`config.mk`:
```
export PLATFORM = sky130hd
export DESIGN_NAME = tagsplit_switch
export DESIGN_NICKNAME = d
export VERILOG_FILES = /design/src/rtl/tagsplit_pkg.sv /design/src/rtl/tagsplit_fifo.sv /design/src/rtl/tagsplit_steer.sv /design/src/rtl/tagsplit_switch.sv
export SDC_FILE = /design/constraint.sdc
export NUM_CORES = 1
export LEC_CHECK = 0
export ABC_AREA = 1
export BUFFER_PORTS_ARGS = -buffer_cell sky130_fd_sc_hd__buf_2
export CAP_MARGIN = 25
export CORE_MARGIN = 1.5
export CORE_UTILIZATION = 40
export DETAILED_ROUTE_END_ITERATION = 16
export PLACE_DENSITY = 0.69
export SLEW_MARGIN = 20
export SYNTH_ARGS = -nofsm -noshare
export SYNTH_HDL_FRONTEND = slang
export SYNTH_SLANG_ARGS = --single-unit
```
`constraint.sdc`:
```
create_clock -name clk -period 2.2 [get_ports clk]
set_clock_uncertainty 0.15 [all_clocks]
set_input_delay 0.22 -clock clk [delete_from_list [all_inputs] [get_ports clk]]
set_output_delay 0.22 -clock clk [all_outputs]
set_load 0.05 [all_outputs]
```
`src/rtl/tagsplit_pkg.sv`:
```
package tagsplit_pkg;

  typedef enum logic {
    TAG_GREEN = 1'b0,
    TAG_RED   = 1'b1
  } tag_e;

endpackage

```
`src/rtl/tagsplit_fifo.sv`:
```
module tagsplit_fifo #(
  parameter int WIDTH = 8,
  parameter int DEPTH = 2
) (
  input  logic             clk,
  input  logic             rst,
  input  logic             push,
  input  logic [WIDTH-1:0] wr_data,
  input  logic             pop,
  output logic [WIDTH-1:0] rd_data,
  output logic             full,
  output logic             empty
);

  localparam int AW = (DEPTH > 1) ? $clog2(DEPTH) : 1;
  localparam int CW = $clog2(DEPTH + 1);
  localparam logic [AW-1:0] LAST_IDX = AW'(DEPTH - 1);
  localparam logic [CW-1:0] CAPACITY = CW'(DEPTH);

  logic [WIDTH-1:0] store [DEPTH];
  logic [AW-1:0]    wr_idx;
  logic [AW-1:0]    rd_idx;
  logic [CW-1:0]    level;

  function automatic logic [AW-1:0] advance(input logic [AW-1:0] idx);
    return (idx == LAST_IDX) ? '0 : idx + 1'b1;
  endfunction

  // storage without reset so it maps onto RAM
  always_ff @(posedge clk) begin
    if (push) store[wr_idx] <= wr_data;
  end

  always_ff @(posedge clk) begin
    if (rst) begin
      wr_idx <= '0;
      rd_idx <= '0;
      level  <= '0;
    end else begin
      if (push) wr_idx <= advance(wr_idx);
      if (pop)  rd_idx <= advance(rd_idx);
      case ({push, pop})
        2'b10:   level <= level + 1'b1;
        2'b01:   level <= level - 1'b1;
        default: level <= level;
      endcase
    end
  end

  assign rd_data = store[rd_idx];
  assign full    = (level == CAPACITY);
  assign empty   = (level == '0);

  assert_no_overflow_R8: assert property (@(posedge clk) disable iff (rst)
    push |-> !full);

  assert_no_underflow_R4: assert property (@(posedge clk) disable iff (rst)
    pop |-> !empty);

  assert_level_grows_R8: assert property (@(posedge clk) disable iff (rst)
    (push && !pop) |=> !empty);

endmodule

```
`src/rtl/tagsplit_steer.sv`:
```
module tagsplit_steer
  import tagsplit_pkg::*;
(
  input  logic head_valid,
  input  tag_e head_tag,
  input  logic red_full,
  input  logic grn_full,
  output logic head_pop,
  output logic red_push,
  output logic grn_push
);

  logic want_red;
  logic want_grn;

  always_comb begin
    want_red = head_valid && (head_tag == TAG_RED);
    want_grn = head_valid && (head_tag != TAG_RED);
    // a blocked head is never removed; later messages wait behind it
    red_push = want_red && !red_full;
    grn_push = want_grn && !grn_full;
    head_pop = red_push || grn_push;
  end

endmodule

```
`src/rtl/tagsplit_switch.sv`:
```
module tagsplit_switch
  import tagsplit_pkg::*;
#(
  parameter int VAL_W     = 8,
  parameter int IN_DEPTH  = 2,
  parameter int OUT_DEPTH = 2
) (
  input  logic             clk,
  input  logic             rst,
  input  logic             in_valid,
  output logic             in_ready,
  input  logic             in_tag,
  input  logic [VAL_W-1:0] in_value,
  output logic             red_valid,
  input  logic             red_ready,
  output logic [VAL_W-1:0] red_value,
  output logic             grn_valid,
  input  logic             grn_ready,
  output logic [VAL_W-1:0] grn_value
);

  localparam int MSG_W = VAL_W + 1;

  logic             in_full;
  logic             in_empty;
  logic [MSG_W-1:0] head_msg;
  logic             head_valid;
  tag_e             head_tag;
  logic [VAL_W-1:0] head_value;
  logic             head_pop;
  logic             red_push;
  logic             grn_push;
  logic             red_full;
  logic             red_empty;
  logic             grn_full;
  logic             grn_empty;

  assign in_ready = !in_full;

  tagsplit_fifo #(.WIDTH(MSG_W), .DEPTH(IN_DEPTH)) u_in_q (
    .clk     (clk),
    .rst     (rst),
    .push    (in_valid && !in_full),
    .wr_data ({in_tag, in_value}),
    .pop     (head_pop),
    .rd_data (head_msg),
    .full    (in_full),
    .empty   (in_empty)
  );

  assign head_valid = !in_empty;
  assign head_tag   = tag_e'(head_msg[MSG_W-1]);
  assign head_value = head_msg[VAL_W-1:0];

  tagsplit_steer u_steer (
    .head_valid (head_valid),
    .head_tag   (head_tag),
    .red_full   (red_full),
    .grn_full   (grn_full),
    .head_pop   (head_pop),
    .red_push   (red_push),
    .grn_push   (grn_push)
  );

  tagsplit_fifo #(.WIDTH(VAL_W), .DEPTH(OUT_DEPTH)) u_red_q (
    .clk     (clk),
    .rst     (rst),
    .push    (red_push),
    .wr_data (head_value),
    .pop     (red_valid && red_ready),
    .rd_data (red_value),
    .full    (red_full),
    .empty   (red_empty)
  );

  tagsplit_fifo #(.WIDTH(VAL_W), .DEPTH(OUT_DEPTH)) u_grn_q (
    .clk     (clk),
    .rst     (rst),
    .push    (grn_push),
    .wr_data (head_value),
    .pop     (grn_valid && grn_ready),
    .rd_data (grn_value),
    .full    (grn_full),
    .empty   (grn_empty)
  );

  assign red_valid = !red_empty;
  assign grn_valid = !grn_empty;

  assert_route_red_R2: assert property (@(posedge clk) disable iff (rst)
    red_push |-> (head_valid && head_tag == TAG_RED));

  assert_route_grn_R2: assert property (@(posedge clk) disable iff (rst)
    grn_push |-> (head_valid && head_tag == TAG_GREEN));

  assert_idle_when_empty_R4: assert property (@(posedge clk) disable iff (rst)
    in_empty |-> (!red_push && !grn_push));

  assert_enq_lands_R5: assert property (@(posedge clk) disable iff (rst)
    (red_push |=> red_valid) and (grn_push |=> grn_valid));

  assert_head_held_R6: assert property (@(posedge clk) disable iff (rst)
    (head_valid && !head_pop) |=>
      (head_valid && $stable(head_tag) && $stable(head_value)));

  assert_blocked_red_R6: assert property (@(posedge clk) disable iff (rst)
    (head_valid && head_tag == TAG_RED && red_full) |-> !head_pop);

  assert_one_move_R7: assert property (@(posedge clk) disable iff (rst)
    !(red_push && grn_push));

  assert_closed_when_full_R9: assert property (@(posedge clk) disable iff (rst)
    (in_valid && !in_ready) |=> !in_empty);

endmodule

```
-- After elaboration in Yosys (flattened, before gate mapping)
Memory sizes are Yosys's and may differ from the RTL's. A register that Yosys moved wholly into a read port is not among the register bits.
Index checks and enable logic that the tools add are counted.
- bits in latches: 0
- bits of input ports: 14
- ROM bits: 0
- word-level logic and storage cells: 75
- output and inout bits: 19
- memory bits (writable): 50
- memories kept: 3
- register bits: 12
- shift-type cells: 0
- reductions and logical operators: 20
- bitwise logic cells: 1
- $lt $le $gt $ge: 0
- add/sub/neg operators: 12
- eq/ne operators: 9
- div/mod/pow operators: 0
- multiply operators: 0
- multiplexer cells: 21
- memories (name ; words ; width ; rd ports ; clocked after Yosys merged registers in ; write ports ; line ; source):
    u_in_q.store ; 2 ; 9 ; 1 ; 1 ; 1 ; tagsplit_fifo.sv:20 ; logic [WIDTH-1:0] store [DEPTH];
    u_grn_q.store ; 2 ; 8 ; 1 ; 1 ; 1 ; tagsplit_fifo.sv:20 ;
    u_red_q.store ; 2 ; 8 ; 1 ; 1 ; 1 ; tagsplit_fifo.sv:20 ;
- operators by type and width (kind ; count):
    two-way mux 1 bit ; 18
    == test 2 bit, second input constant ; 6
    case mux 2 bit (2 select lines) ; 3
    logical AND 1 bit ; 7
    adder 1 bit, second input constant ; 6
    adder 2 x 1 -> 2 bit, second input constant ; 3
    == test 2 x 1 -> 1 bit, second input constant ; 3
    logical NOT 1 bit ; 6
    logical NOT 2 bit ; 3
    nonzero test 2 bit ; 3
    subtractor 2 x 1 -> 2 bit, second input constant ; 3
    logical OR 1 bit ; 1
    inverter 1 bit ; 1

-- Longest topological paths before layout
Gate-level depths: netlist of the first run.
- depth in word-level cells: 7
- mapped depth: 11
- gate-level depth less buffers: 11

-- Hierarchy
From an unflattened synthesis of the first run, not the netlist that was laid out.
- cells, all modules: 195
- area, all modules: 2603.7 um2
- by module, submodules not included (module ; area each (um2) ; cells each ; times used):
    tagsplit_fifo at u_grn_q ... ; 807.0 ; 58 ; 2
    tagsplit_fifo at u_in_q ; 912.1 ; 61 ; 1
    tagsplit_switch ; 45.0 ; 10 ; 1
    tagsplit_steer ; 32.5 ; 8 ; 1

-- Worst setup path before layout of the first run
Ideal clock, no wire load.
- path type: reg-to-reg
- start point: reg u_in_q.level[0]
- end point: mem u_in_q.store[0][0] in the netlist's numbering (enable)
- cell stages (with the launch flop): 5
- slack: 222 ps
- required time: 1676 ps
- data arrival time: 1454 ps
- cells stage by stage: dfxtp_1 inv_2 nand2_1 nand2_1 nor2_1
- cells in the longest elaborated chain, start to end: 5
- RTL lines (element ; line ; source):
    from (decl) ; tagsplit_fifo.sv:23 ; logic [CW-1:0] level;
    from (signal assigned) ; tagsplit_fifo.sv:43 ; 2'b10: level <= level + 1'b1;
    from (signal assigned) ; tagsplit_fifo.sv:44 ; 2'b01: level <= level - 1'b1;
    from (signal assigned) ; tagsplit_fifo.sv:45 ; default: level <= level;
    == test 2 bit ; tagsplit_fifo.sv:51 ; assign full = (level == CAPACITY);
    logical NOT 1 bit ; n/a ;
    via in_ready ; tagsplit_switch.sv:11 ; output logic in_ready,
    logical AND 1 bit ; tagsplit_switch.sv:43 ; .push (in_valid && !in_full),
    two-way mux 1 bit ; tagsplit_fifo.sv:31 ; if (push) store[wr_idx] <= wr_data;
    two-way mux 1 bit (not written as such) ; tagsplit_fifo.sv:31 ;
    to (decl) ; tagsplit_fifo.sv:20 ;
The timed path passes the listed nets, and every way through them passes these cells.

==> results of run 1 <==
[through the flow]
stage | setup WS (ns) | hold slack (ns) | area [µm²]
after floorplan | 0.222 | 0.132 | 2630
after global placement | 0.391 | 0.261 | 2890
after detailed placement | 0.312 | 0.264 | 2890
after CTS | 0.288 | 0.0179 | 3160
after global routing | 0.159 | 0.0508 | 3160
final | 0.311 | 0.0285 | 3160
[registers in the layout (all words and copies together) (netlist names), named ones only]
register	count
u_grn_q.level	2
u_red_q.wr_idx	1
u_grn_q.wr_idx	1
u_red_q.rd_idx	1
u_in_q.rd_idx	1
u_red_q.level	2
u_in_q.store	18
u_grn_q.rd_idx	1
u_red_q.store	16
u_in_q.level	2
u_grn_q.store	16
u_in_q.wr_idx	1
[path summary, 6_finish.rpt]
kind | start | to | slack, ns | cells after the start
setup / recovery | flop | grn_value[1] | 0.31 | 2
hold / removal | in_valid | u_in_q.wr_idx | 0.03 | 3
setup reg to reg | flop | u_in_q.level[1] | 0.32 | 11
hold reg to reg | u_grn_q.rd_idx | u_grn_q.rd_idx | 0.30 | 1
[cell type report]
type | count | area [µm²] | area share (%)
clock buffers | 9 | 124 | 3.92
clock inverters | 7 | 47.5 | 1.50
inverters | 17 | 63.8 | 2.02
multi-input cells | 114 | 738 | 23.3
flip-flops and latches | 65 | 1800 | 57.0
well taps | 77 | 96.3 | 3.05
repair buffers | 46 | 290 | 9.18
[worst max-delay path: cells and delay by family (launching register included)]
family	cells	cell delay (ns)
flops	1	0.57
mux	1	0.40
buf+inv	1	0.21
[power by group through the flow]
stage	sequential, mW	combinational [mW]	clock [mW]
after detailed placement	1.91	1.86	0
after global placement	1.90	1.83	0
final	1.88	1.85	0.854
after CTS	1.88	1.88	0.879
after global routing	1.91	2.02	0.944
after floorplan	1.84	1.54	0
[synthesized netlist by cell type]
master,n
sky130_fd_sc_hd__edfxtp_1,50
sky130_fd_sc_hd__o21a_1,2
sky130_fd_sc_hd__a21oi_2,1
sky130_fd_sc_hd__xor2_1,1
sky130_fd_sc_hd__buf_6,1
sky130_fd_sc_hd__buf_2,2
sky130_fd_sc_hd__a21oi_1,11
sky130_fd_sc_hd__nor2_1,13
sky130_fd_sc_hd__dfxtp_1,15
sky130_fd_sc_hd__nor2_2,4
sky130_fd_sc_hd__nand2_4,6
sky130_fd_sc_hd__ha_1,3
sky130_fd_sc_hd__nor3_1,1
sky130_fd_sc_hd__nand2_1,35
sky130_fd_sc_hd__nor2_4,3
sky130_fd_sc_hd__nor3_2,1
sky130_fd_sc_hd__o21ai_0,8
sky130_fd_sc_hd__mux2_2,16
sky130_fd_sc_hd__inv_2,3
sky130_fd_sc_hd__nand3_4,1
sky130_fd_sc_hd__nand3_2,1
sky130_fd_sc_hd__inv_1,14
sky130_fd_sc_hd__nand2_2,7
[cell usage in the layout (no fill, tap or decap)]
master,count
sky130_fd_sc_hd__a21oi_1,11
sky130_fd_sc_hd__a21oi_2,1
sky130_fd_sc_hd__buf_2,32
sky130_fd_sc_hd__buf_4,4
sky130_fd_sc_hd__clkbuf_8,9
sky130_fd_sc_hd__clkinv_1,2
sky130_fd_sc_hd__clkinv_4,2
sky130_fd_sc_hd__clkinvlp_4,3
sky130_fd_sc_hd__dfxtp_1,15
sky130_fd_sc_hd__dlygate4sd3_1,10
sky130_fd_sc_hd__edfxtp_1,50
sky130_fd_sc_hd__ha_1,3
sky130_fd_sc_hd__inv_1,14
sky130_fd_sc_hd__inv_2,3
sky130_fd_sc_hd__mux2_2,16
sky130_fd_sc_hd__nand2_1,35
sky130_fd_sc_hd__nand2_2,7
sky130_fd_sc_hd__nand2_4,6
sky130_fd_sc_hd__nand3_2,1
sky130_fd_sc_hd__nand3_4,1
sky130_fd_sc_hd__nor2_1,13
sky130_fd_sc_hd__nor2_2,4
sky130_fd_sc_hd__nor2_4,3
sky130_fd_sc_hd__nor3_1,1
sky130_fd_sc_hd__nor3_2,1
sky130_fd_sc_hd__o21a_1,2
sky130_fd_sc_hd__o21ai_0,8
sky130_fd_sc_hd__xor2_1,1
[layer usage]
layer / GRT usage (%) / vias to the layer above
met2: 19.1 / 28
met1: 16.4 / 700
met3: 3.07 / 6
met4: 8.94 / 0
li1: - / 794
met5: 0 / -
[cells by family after synthesis]
| kind of cell | Yosys count |
|---|---|
| mux | 16 |
| compound gates | 22 |
| xor+xnor | 1 |
| simple gates | 72 |
| fa+ha+maj | 3 |
| flops | 65 |
| buf+inv | 20 |
==> impl_metrics.yaml, run 1 <==
power_and_ir_drop:
  worst_ir_drop_vdd_uv: 636
  finalPower_mw: 4.59
  total_leakage_power_nw: 1.24
  power_frac_comb_pct: 40.4
  power.net_switching_mw: 1.91
  clockPowerShare_pct: 18.6
  cell_internal_pwr_mw: 2.67
  power-per-cell-area_nw_per_um2: 1450
  switching_share_pct: 41.7
  seqPwrFrac_pct: 41.0
global_route:
  grt_antenna_before_repair: 0
  global_route.overflow_total: 0
  grt_first_pass_wirelength_um: 6820
  maximum_number_of_pins_on_one_net_before_global_route_repair: 13
  grt_usage_pct: 12.8
  first_global_vias: 1448
place:
  place_inst: 309
  portBuffers: 32
  gp_congestion: 0.728
  dp_hpwl_um: 2920
min_path:
  path_class_of_the_lowest_slack_min_delay_path: "in2reg"
logic_synthesis:
  synth.lib_cells_used.distinct: 23
  yosys-mux-area-fraction_pct: 6.86
  postSynthAreaPerCell_um2: 13.2
  synth_simple_gate_area_share_pct: 15.0
  syn-num-nets: 216
  synth_compound_gate_area_share_pct: 4.53
  ys_warn_count: 0
  synth-xor-area-share_pct: 0.334
  syn_area_um2: 2630
  post-synth-top-area-fraction_pct: 57.2
  largest_family_of_logic_cells_by_synthesized_area: "simple AND/OR/NAND/NOR gates"
  cells_taking_the_most_area_after_synthesis: "sky130_fd_sc_hd__edfxtp_1 57%, sky130_fd_sc_hd__dfxtp_1 11%, sky130_fd_sc_hd__mux2_2 6.9%, sky130_fd_sc_hd__nand2_1 5.0%, sky130_fd_sc_hd__nand2_4 2.6%"
  synth_fa_ha_area_share_pct: 1.43
  synthesis.instances: 199
  synth-seq-cells: 65
  netlist.top_cell.by_area: "sky130_fd_sc_hd__edfxtp_1"
  post_synthesis_sequential_area_ratio_pct: 68.6
floorplan:
  fp.dieW_um: 84.0
  die_height_um: 84.0
  die-area_um2: 7060
  io_pins: 33
  row_count: 29
  start_util_pct: 41.3
  placeableCoreArea_um2: 6350
layout:
  stdcell_count: 335
  num-fill-cells: 524
  final_layout_size_suffix_gt1_share_pct: 36.0
  layout.core_utilization_pct: 49.8
  area_growth_syn_to_layout_pct: 20.4
  num-nets-final: 270
  num_antenna_cells: 0
sta:
  worst_slew_pin_slew_ns: 0.506
  final-max-slew-violation-count: 0
  share_of_the_cycle_needed_by_the_critical_path_after_routing_pct: 85.9
  timing.fmax_ghz: 0.529
  layout_min_cycle_time_ns: 1.89
  slew_headroom_pct: 66.2
  timing.setup.tns_ns: 0
  finalHoldViolCount: 0
  grt_setup_unrepaired: "no"
  finalSetupViolations: 0
detailed_routing:
  wl_met3_um: 129
  wl_met2_um: 1920
  routed.top_layer: "met4"
  totalWireLength_um: 4090
  first_pass_iters: 4
  drt_iter0_markers: 73
  post-route-drc-count: 0
  vias_per_cell: 4.56
  route.antenna.remaining_nets: 0
  drt-met1-wl_um: 1950
  route.detailed.wl_per_inst_um: 12.2
  via_count: 1528
worst_setup_path:
  critPathRequiredTime_ns: 1.83
  cp_cell_sequence: "mux2_2 > buf_2"
  critPathCaptureType: "primary output"
  critical_path.max_fanout: 8
  critPathLaunchType: "flop"
  critical-path-slowest-cell: "sky130_fd_sc_hd__dfxtp_1"
  worstSetupPathType: "reg2out"
  timing.critical_path.arrival_ns: 1.52
  max_stage_delay_ns: 0.57
cts:
  ctsRootBufferMaster: "sky130_fd_sc_hd__clkbuf_8"
  cts_hold_buffers: 10
  htreeDepth: 3
  maximum_number_of_buffers_from_clock_root_to_sink: 2
  postCtsSetupBuffers: 0
  clock_insertion_delay_at_the_later_pin_of_the_skew_report_ns: 0.33
  cts.repair.resized: 0
  number_of_clock_sinks: 65
  cts_tree: "built"
  clkTransAtPathRegs_ns: 0.07
  tritoncts.num_buffers: 9
flow_run:
  max_cap_viol_count: 0
run_status:
  status: "finished clean"
Power figures use the tool's default switching activity.
==> run 2, diff against run 1 <==
--- a/config.mk
+++ b/config.mk
@@ -5,7 +5,6 @@
 export SDC_FILE = /design/constraint.sdc
 export NUM_CORES = 1
 export LEC_CHECK = 0
-export ABC_AREA = 1
 export BUFFER_PORTS_ARGS = -buffer_cell sky130_fd_sc_hd__buf_2
 export CAP_MARGIN = 25
 export CORE_MARGIN = 1.5
==> run 2 against run 1 <==
Net effect:
- global-route usage increased by 0.83 points
- design area decreased by 4.8%
- critical endpoint is now u_in_q.level[1]
- die area decreased by 5.9%
- highest routed layer unchanged
==> impl_metrics.yaml, run 2 <==
sta:
  grt_setup_unrepaired: "no"
  finalHoldViolCount: 0
  fin_ws_ns: 0.184
  timing.fmax_ghz: 0.496
  whs_ns: 0.0907
  share_of_the_cycle_needed_by_the_critical_path_after_routing_pct: 91.6
  slew_headroom_pct: 69.4
  final-max-slew-violation-count: 0
  layout_min_cycle_time_ns: 2.02
  finalSetupViolations: 0
  timing.setup.tns_ns: 0
  worst_slew_pin_slew_ns: 0.459
worst_setup_path:
  critPathCaptureType: "flop"
  critPathLaunchType: "flop"
  max_stage_delay_ns: 0.38
  timing.critical_path.max_delay_family: "simple AND/OR/NAND/NOR gates"
  critical_path.max_fanout: 7
  worstSetupPathType: "reg2reg"
  regToRegSetupSlack_ns: 0.18
  critPathRequiredTime_ns: 2.31
  cp_cell_sequence: "mux2i_1 > o221ai_2 > nand2_1 > ha_1 > or3_1 > a21oi_1"
  crit_buf_inv: 0
  timing.critical_path.arrival_ns: 2.12
  critical-path-slowest-cell: "sky130_fd_sc_hd__or3_1"
place:
  post-place-ws_ns: 0.204
  portBuffers: 32
  gp_congestion: 0.690
  placedInstanceArea_um2: 2750
  dp_hpwl_um: 2660
global_route:
  grt_first_pass_wirelength_um: 6320
  gr-usage-met1_pct: 15.6
  first_global_vias: 1369
  gr-max-usage-layer: "met2"
  global_route.overflow_total: 0
  global_route_track_usage_on_met3_pct: 6.00
  grt_usage_pct: 13.6
  maximum_number_of_pins_on_one_net_before_global_route_repair: 16
  grt_antenna_before_repair: 0
  grt_util_met2_pct: 22.4
cts:
  cts_tree: "built"
  postCtsSetupBuffers: 0
  tritoncts.num_buffers: 9
  clkTransAtPathRegs_ns: 0.07
  ctsRootBufferMaster: "sky130_fd_sc_hd__clkbuf_8"
  number_of_clock_sinks: 65
  maximum_number_of_buffers_from_clock_root_to_sink: 2
  htreeDepth: 3
  clock_insertion_delay_at_the_later_pin_of_the_skew_report_ns: 0.33
run_status:
  status: "finished clean"
floorplan:
  row_count: 28
  placeableCoreArea_um2: 5920
  fp.dieW_um: 81.5
  die-area_um2: 6640
  start_util_pct: 41.6
  die_height_um: 81.5
  io_pins: 33
logic_synthesis:
  post-synth-top-area-fraction_pct: 60.9
  netlist.top_cell.by_area: "sky130_fd_sc_hd__edfxtp_1"
  synth-async-reset-ratio_pct: 0
  synth-main-ff-cell: "sky130_fd_sc_hd__edfxtp_1"
  synth.lib_cells_used.distinct: 25
  synth-seq-cells: 65
  postSynthAreaPerCell_um2: 16.2
  post_synthesis_sequential_area_ratio_pct: 73.1
  syn-num-nets: 169
  ys_top_cells_by_count: "50 x sky130_fd_sc_hd__edfxtp_1, 24 x sky130_fd_sc_hd__mux2_2, 15 x sky130_fd_sc_hd__dfxtp_1, 15 x sky130_fd_sc_hd__nor2_1, 7 x sky130_fd_sc_hd__xnor2_1"
  cells_taking_the_most_area_after_synthesis: "sky130_fd_sc_hd__edfxtp_1 61%, sky130_fd_sc_hd__dfxtp_1 12%, sky130_fd_sc_hd__mux2_2 11%, sky130_fd_sc_hd__xnor2_1 2.5%, sky130_fd_sc_hd__nor2_1 2.3%"
  syn_area_um2: 2460
  synth_most_common_cell: "sky130_fd_sc_hd__edfxtp_1"
  synth_edf_count: 50
  ys_warn_count: 0
  synthesis.instances: 152
layout:
  commonest_cells_after_routing_fill_and_taps_aside: "50 x sky130_fd_sc_hd__edfxtp_1, 32 x sky130_fd_sc_hd__buf_2, 24 x sky130_fd_sc_hd__mux2_2, 15 x sky130_fd_sc_hd__nor2_1, 15 x sky130_fd_sc_hd__dfxtp_1"
  num-nets-final: 223
  final_layout_size_suffix_gt1_share_pct: 40.3
  largest_reg_flops: 18
  num_antenna_cells: 0
  mostFrequentLayoutCell: "sky130_fd_sc_hd__edfxtp_1"
  num-fill-cells: 500
  max_flop_register: "u_in_q.store"
  area_growth_syn_to_layout_pct: 22.1
  top_regs: "u_in_q.store (18), u_grn_q.store (16), u_red_q.store (16)"
  final_area_um2: 3010
flow_run:
  max_cap_viol_count: 0
min_path:
  path_class_of_the_lowest_slack_min_delay_path: "in2reg"
  worst_hold_startpoint: "rst"
detailed_routing:
  route.detailed.wl_per_inst_um: 13.6
  totalWireLength_um: 3880
  vias_per_cell: 4.63
  via_count: 1324
  route.antenna.remaining_nets: 0
  first_pass_iters: 4
  drt_iter0_markers: 45
  post-route-drc-count: 0
power_and_ir_drop:
  total_leakage_power_nw: 1.11
  finalPower_mw: 4.22
  worst_ir_drop_vdd_uv: 744
  power-per-cell-area_nw_per_um2: 1400
[run 2: changes by cell type in the layout (fill, tap and decap cells not counted), sizes merged, moves of 5 or more]
cell | before | now
mux2 | 16 | 24
xnor2 | 0 | 7
nand2 | 48 | 2
a21oi | 12 | 5
inv | 17 | 4
nor2 | 20 | 15
o21ai | 8 | 3
[run 2: cell type report]
cell class,count,area [µm²],area share [%]
repair buffers,48,303,10.1
clock inverters,5,31.3,1.04
well taps,75,93.8,3.12
flip-flops and latches,65,1800,59.9
multi-input cells,78,624,20.7
clock buffers,11,141,4.70
inverters,4,15.0,0.499
[run 2: repair_timing]
| action | 4_1_cts | 5_1_grt |
|---|---|---|
| gates resized for setup | 0 | 0 |
| hold endpoints to repair | 18 | 0 |
| hold buffers | 9 | 0 |
[run 2: kinds of logic (layout without fill, tap and decap cells)]
| logic type | count (synthesis) | count (layout) | share of synthesized area [%] |
|---|---|---|---|
| DFF | 65 | 65 | 73.1 |
| AOI/OAI and AO/OA | 11 | 11 | 3.05 |
| buffers and inverters | 9 | 68 | 1.67 |
| muxes | 25 | 25 | 11.4 |
| adders and majority gates | 3 | 3 | 1.52 |
| xor gates and xnor gates | 11 | 11 | 3.91 |
| and+or+nand+nor | 28 | 28 | 5.38 |
[run 2: worst register-to-register path: stages (launching register included)]
cell and delay [ns]:
sky130_fd_sc_hd__dfxtp_1 0.34, sky130_fd_sc_hd__mux2i_1 0.33, sky130_fd_sc_hd__o221ai_2 0.24, sky130_fd_sc_hd__nand2_1 0.12
sky130_fd_sc_hd__ha_1 0.26, sky130_fd_sc_hd__or3_1 0.38, sky130_fd_sc_hd__a21oi_1 0.14
[run 2: final timing paths]
kind,end,cells after the start
setup reg to reg,u_in_q.level[1],6
setup / recovery,u_in_q.level[1],6
hold reg to reg,u_in_q.rd_idx,2
hold / removal,u_grn_q.rd_idx,2
[run 2: layer usage]
layer	vias to the layer above	wire length, µm
li1	658	-
met1	626	1780
met2	34	1860
met3	6	187
met4	0	56
met5	-	0
[run 2: through the flow]
stage | util (%) | instances
after detailed placement | 46.4 | 261
final | 50.8 | 286
after CTS | 50.8 | 286
after floorplan | - | 152
after global routing | 50.8 | 286
after global placement | 46.4 | 261
[run 2: where the power goes]
part	switching [mW]	internal (mW)	leakage, nW	total [mW]
Sequential	0.143	1.68	0.583	1.82
Clock	0.421	0.435	0.0891	0.856
Combinational	1.01	0.528	0.436	1.54
Total	1.58	2.64	1.11	4.22
==> run 3, diff against run 2 <==
--- a/config.mk
+++ b/config.mk
@@ -5,12 +5,13 @@
 export SDC_FILE = /design/constraint.sdc
 export NUM_CORES = 1
 export LEC_CHECK = 0
-export BUFFER_PORTS_ARGS = -buffer_cell sky130_fd_sc_hd__buf_2
 export CAP_MARGIN = 25
 export CORE_MARGIN = 1.5
 export CORE_UTILIZATION = 40
 export DETAILED_ROUTE_END_ITERATION = 16
-export PLACE_DENSITY = 0.69
+export DONT_BUFFER_PORTS = 1
+export PLACE_DENSITY = 0.64
+export RECOVER_POWER = 50
 export SLEW_MARGIN = 20
 export SYNTH_ARGS = -nofsm -noshare
 export SYNTH_HDL_FRONTEND = slang
==> run 3 against run 2 <==
Net effect:
- wire length is 1.8% lower
- clock power rose by 24%
- core utilization fell by 2.0 points
- critical path type unchanged
- largest power group unchanged
==> impl_metrics.yaml, run 3 (same netlist as run 2, synthesis figures left out) <==
run_status:
  status: "finished clean"
layout:
  final_layout_size_suffix_gt1_share_pct: 23.2
  commonest_cells_after_routing_fill_and_taps_aside: "50 x sky130_fd_sc_hd__edfxtp_1, 16 x sky130_fd_sc_hd__mux2_2, 15 x sky130_fd_sc_hd__nor2_1, 15 x sky130_fd_sc_hd__dfxtp_1, 10 x sky130_fd_sc_hd__dlygate4sd3_1"
  largest_reg_flops: 18
  num_antenna_cells: 0
  num-nets-final: 193
  top_regs: "u_in_q.store (18), u_grn_q.store (16), u_red_q.store (16)"
  max_flop_register: "u_in_q.store"
  final_area_um2: 2890
  area_growth_syn_to_layout_pct: 17.4
  mostFrequentLayoutCell: "sky130_fd_sc_hd__edfxtp_1"
detailed_routing:
  route.antenna.remaining_nets: 0
  drt_iter0_markers: 62
  vias_per_cell: 4.88
  totalWireLength_um: 3810
  route.detailed.wl_per_inst_um: 14.9
  via_count: 1248
  post-route-drc-count: 0
  first_pass_iters: 4
power_and_ir_drop:
  seqPwrFrac_pct: 42.4
  power-per-cell-area_nw_per_um2: 1490
  cell_internal_pwr_mw: 2.73
  clockPowerShare_pct: 24.6
  power_frac_comb_pct: 32.9
  total_leakage_power_nw: 0.997
  power.net_switching_mw: 1.57
  switching_share_pct: 36.4
  worst_ir_drop_vdd_uv: 540
floorplan:
  die-area_um2: 6640
  die_height_um: 81.5
  placeableCoreArea_um2: 5920
  row_count: 28
  io_pins: 33
  start_util_pct: 41.6
  fp.dieW_um: 81.5
sta:
  final-max-slew-violation-count: 0
  whs_ns: 0.0240
  layout_min_cycle_time_ns: 2.10
  slew_headroom_pct: 58.7
  timing.fmax_ghz: 0.476
  worst_slew_pin_slew_ns: 0.619
  finalSetupViolations: 0
  finalHoldViolCount: 0
  grt_setup_unrepaired: "no"
  share_of_the_cycle_needed_by_the_critical_path_after_routing_pct: 95.5
  timing.setup.tns_ns: 0
cts:
  tritoncts.num_buffers: 9
  htreeDepth: 3
  clkTransAtPathRegs_ns: 0.07
  cts_tree: "built"
  ctsRootBufferMaster: "sky130_fd_sc_hd__clkbuf_8"
  clock_insertion_delay_at_the_later_pin_of_the_skew_report_ns: 0.34
  postCtsSetupBuffers: 0
  number_of_clock_sinks: 65
  maximum_number_of_buffers_from_clock_root_to_sink: 2
place:
  placedInstanceArea_um2: 2590
  gp_congestion: 0.805
  portBuffers: 0
  dp_hpwl_um: 2750
min_path:
  worst_hold_startpoint: "in_valid"
  path_class_of_the_lowest_slack_min_delay_path: "in2reg"
worst_setup_path:
  worstReg2RegStart: "u_in_q.level[0]"
  timing.critical_path.arrival_ns: 1.95
  critical_path.max_fanout: 9
  worstSetupPathType: "reg2reg"
  critPathCaptureType: "flop"
  crit_path_start: "u_in_q.level[0]"
  critPathRequiredTime_ns: 2.05
  regToRegSetupSlack_ns: 0.1
  critPathLaunchType: "flop"
global_route:
  grt_usage_pct: 13.1
  global_route.overflow_total: 0
  grt_first_pass_wirelength_um: 5920
  grt_antenna_before_repair: 0
  maximum_number_of_pins_on_one_net_before_global_route_repair: 16
  first_global_vias: 1248
flow_run:
  max_cap_viol_count: 0
## run 3: area by class of cell
| class | count | area, µm² |
|---|---|---|
| Tap cell | 75 | 93.8 |
| Timing Repair Buffer | 18 | 149 |
| Inverter | 4 | 15.0 |
| Clock inverter | 6 | 82.6 |
| Clock buffer | 10 | 128 |
| Fill cell | 507 | 3030 |
| Sequential cell | 65 | 1800 |
| Multi-Input combinational cell | 78 | 624 |
## run 3: worst paths after layout
path                   endpoint  cells past startpoint
max          u_in_q.store[1][6]                      3
min               u_in_q.wr_idx                      3
max reg2reg  u_in_q.store[1][6]                      3
min reg2reg    u_grn_q.level[1]                      2
## run 3: worst max-delay path, stage by stage (launching register included)
cell and delay [ns]:
sky130_fd_sc_hd__dfxtp_1 0.45, sky130_fd_sc_hd__nand2b_2 0.18, sky130_fd_sc_hd__clkbuf_1 0.49, sky130_fd_sc_hd__and3_1 0.49
## run 3: stage by stage
| stage | instances | power, mW | utilization [%] | setup WS [ns] |
|---|---|---|---|---|
| floorplan | 152 | 3.03 | - | 0.181 |
| global placement | 230 | 3.22 | 43.8 | 0.284 |
| detailed placement | 230 | 3.28 | 43.8 | 0.185 |
| CTS | 256 | 4.37 | 49.1 | 0.162 |
| global route | 256 | 4.50 | 48.9 | 0.0205 |
| finish | 256 | 4.30 | 48.9 | 0.0997 |
## run 3: what timing repair did
action	4_1_cts	5_1_grt
resized for setup	0	0
endpoints found under the hold margin	33	0
hold buffers	10	0
## run 3: routing by layer
layer  GRT usage, %  share of wire, %  wire length [µm]  up-vias
met2           21.0                50              1910       28
met1           12.9                41              1550      607
met3           5.33               5.1               195       13
met5              0                 0                 0        -
met4           11.6               3.9               150        0
li1               -                 -                 -      600
## run 3: power groups by stage
stage	clock network, mW	registers (mW)	logic (mW)
after global routing	1.13	1.85	1.51
after detailed placement	0	1.85	1.43
after floorplan	0	1.78	1.26
after global placement	0	1.83	1.39
final	1.06	1.82	1.42
after CTS	1.08	1.83	1.46
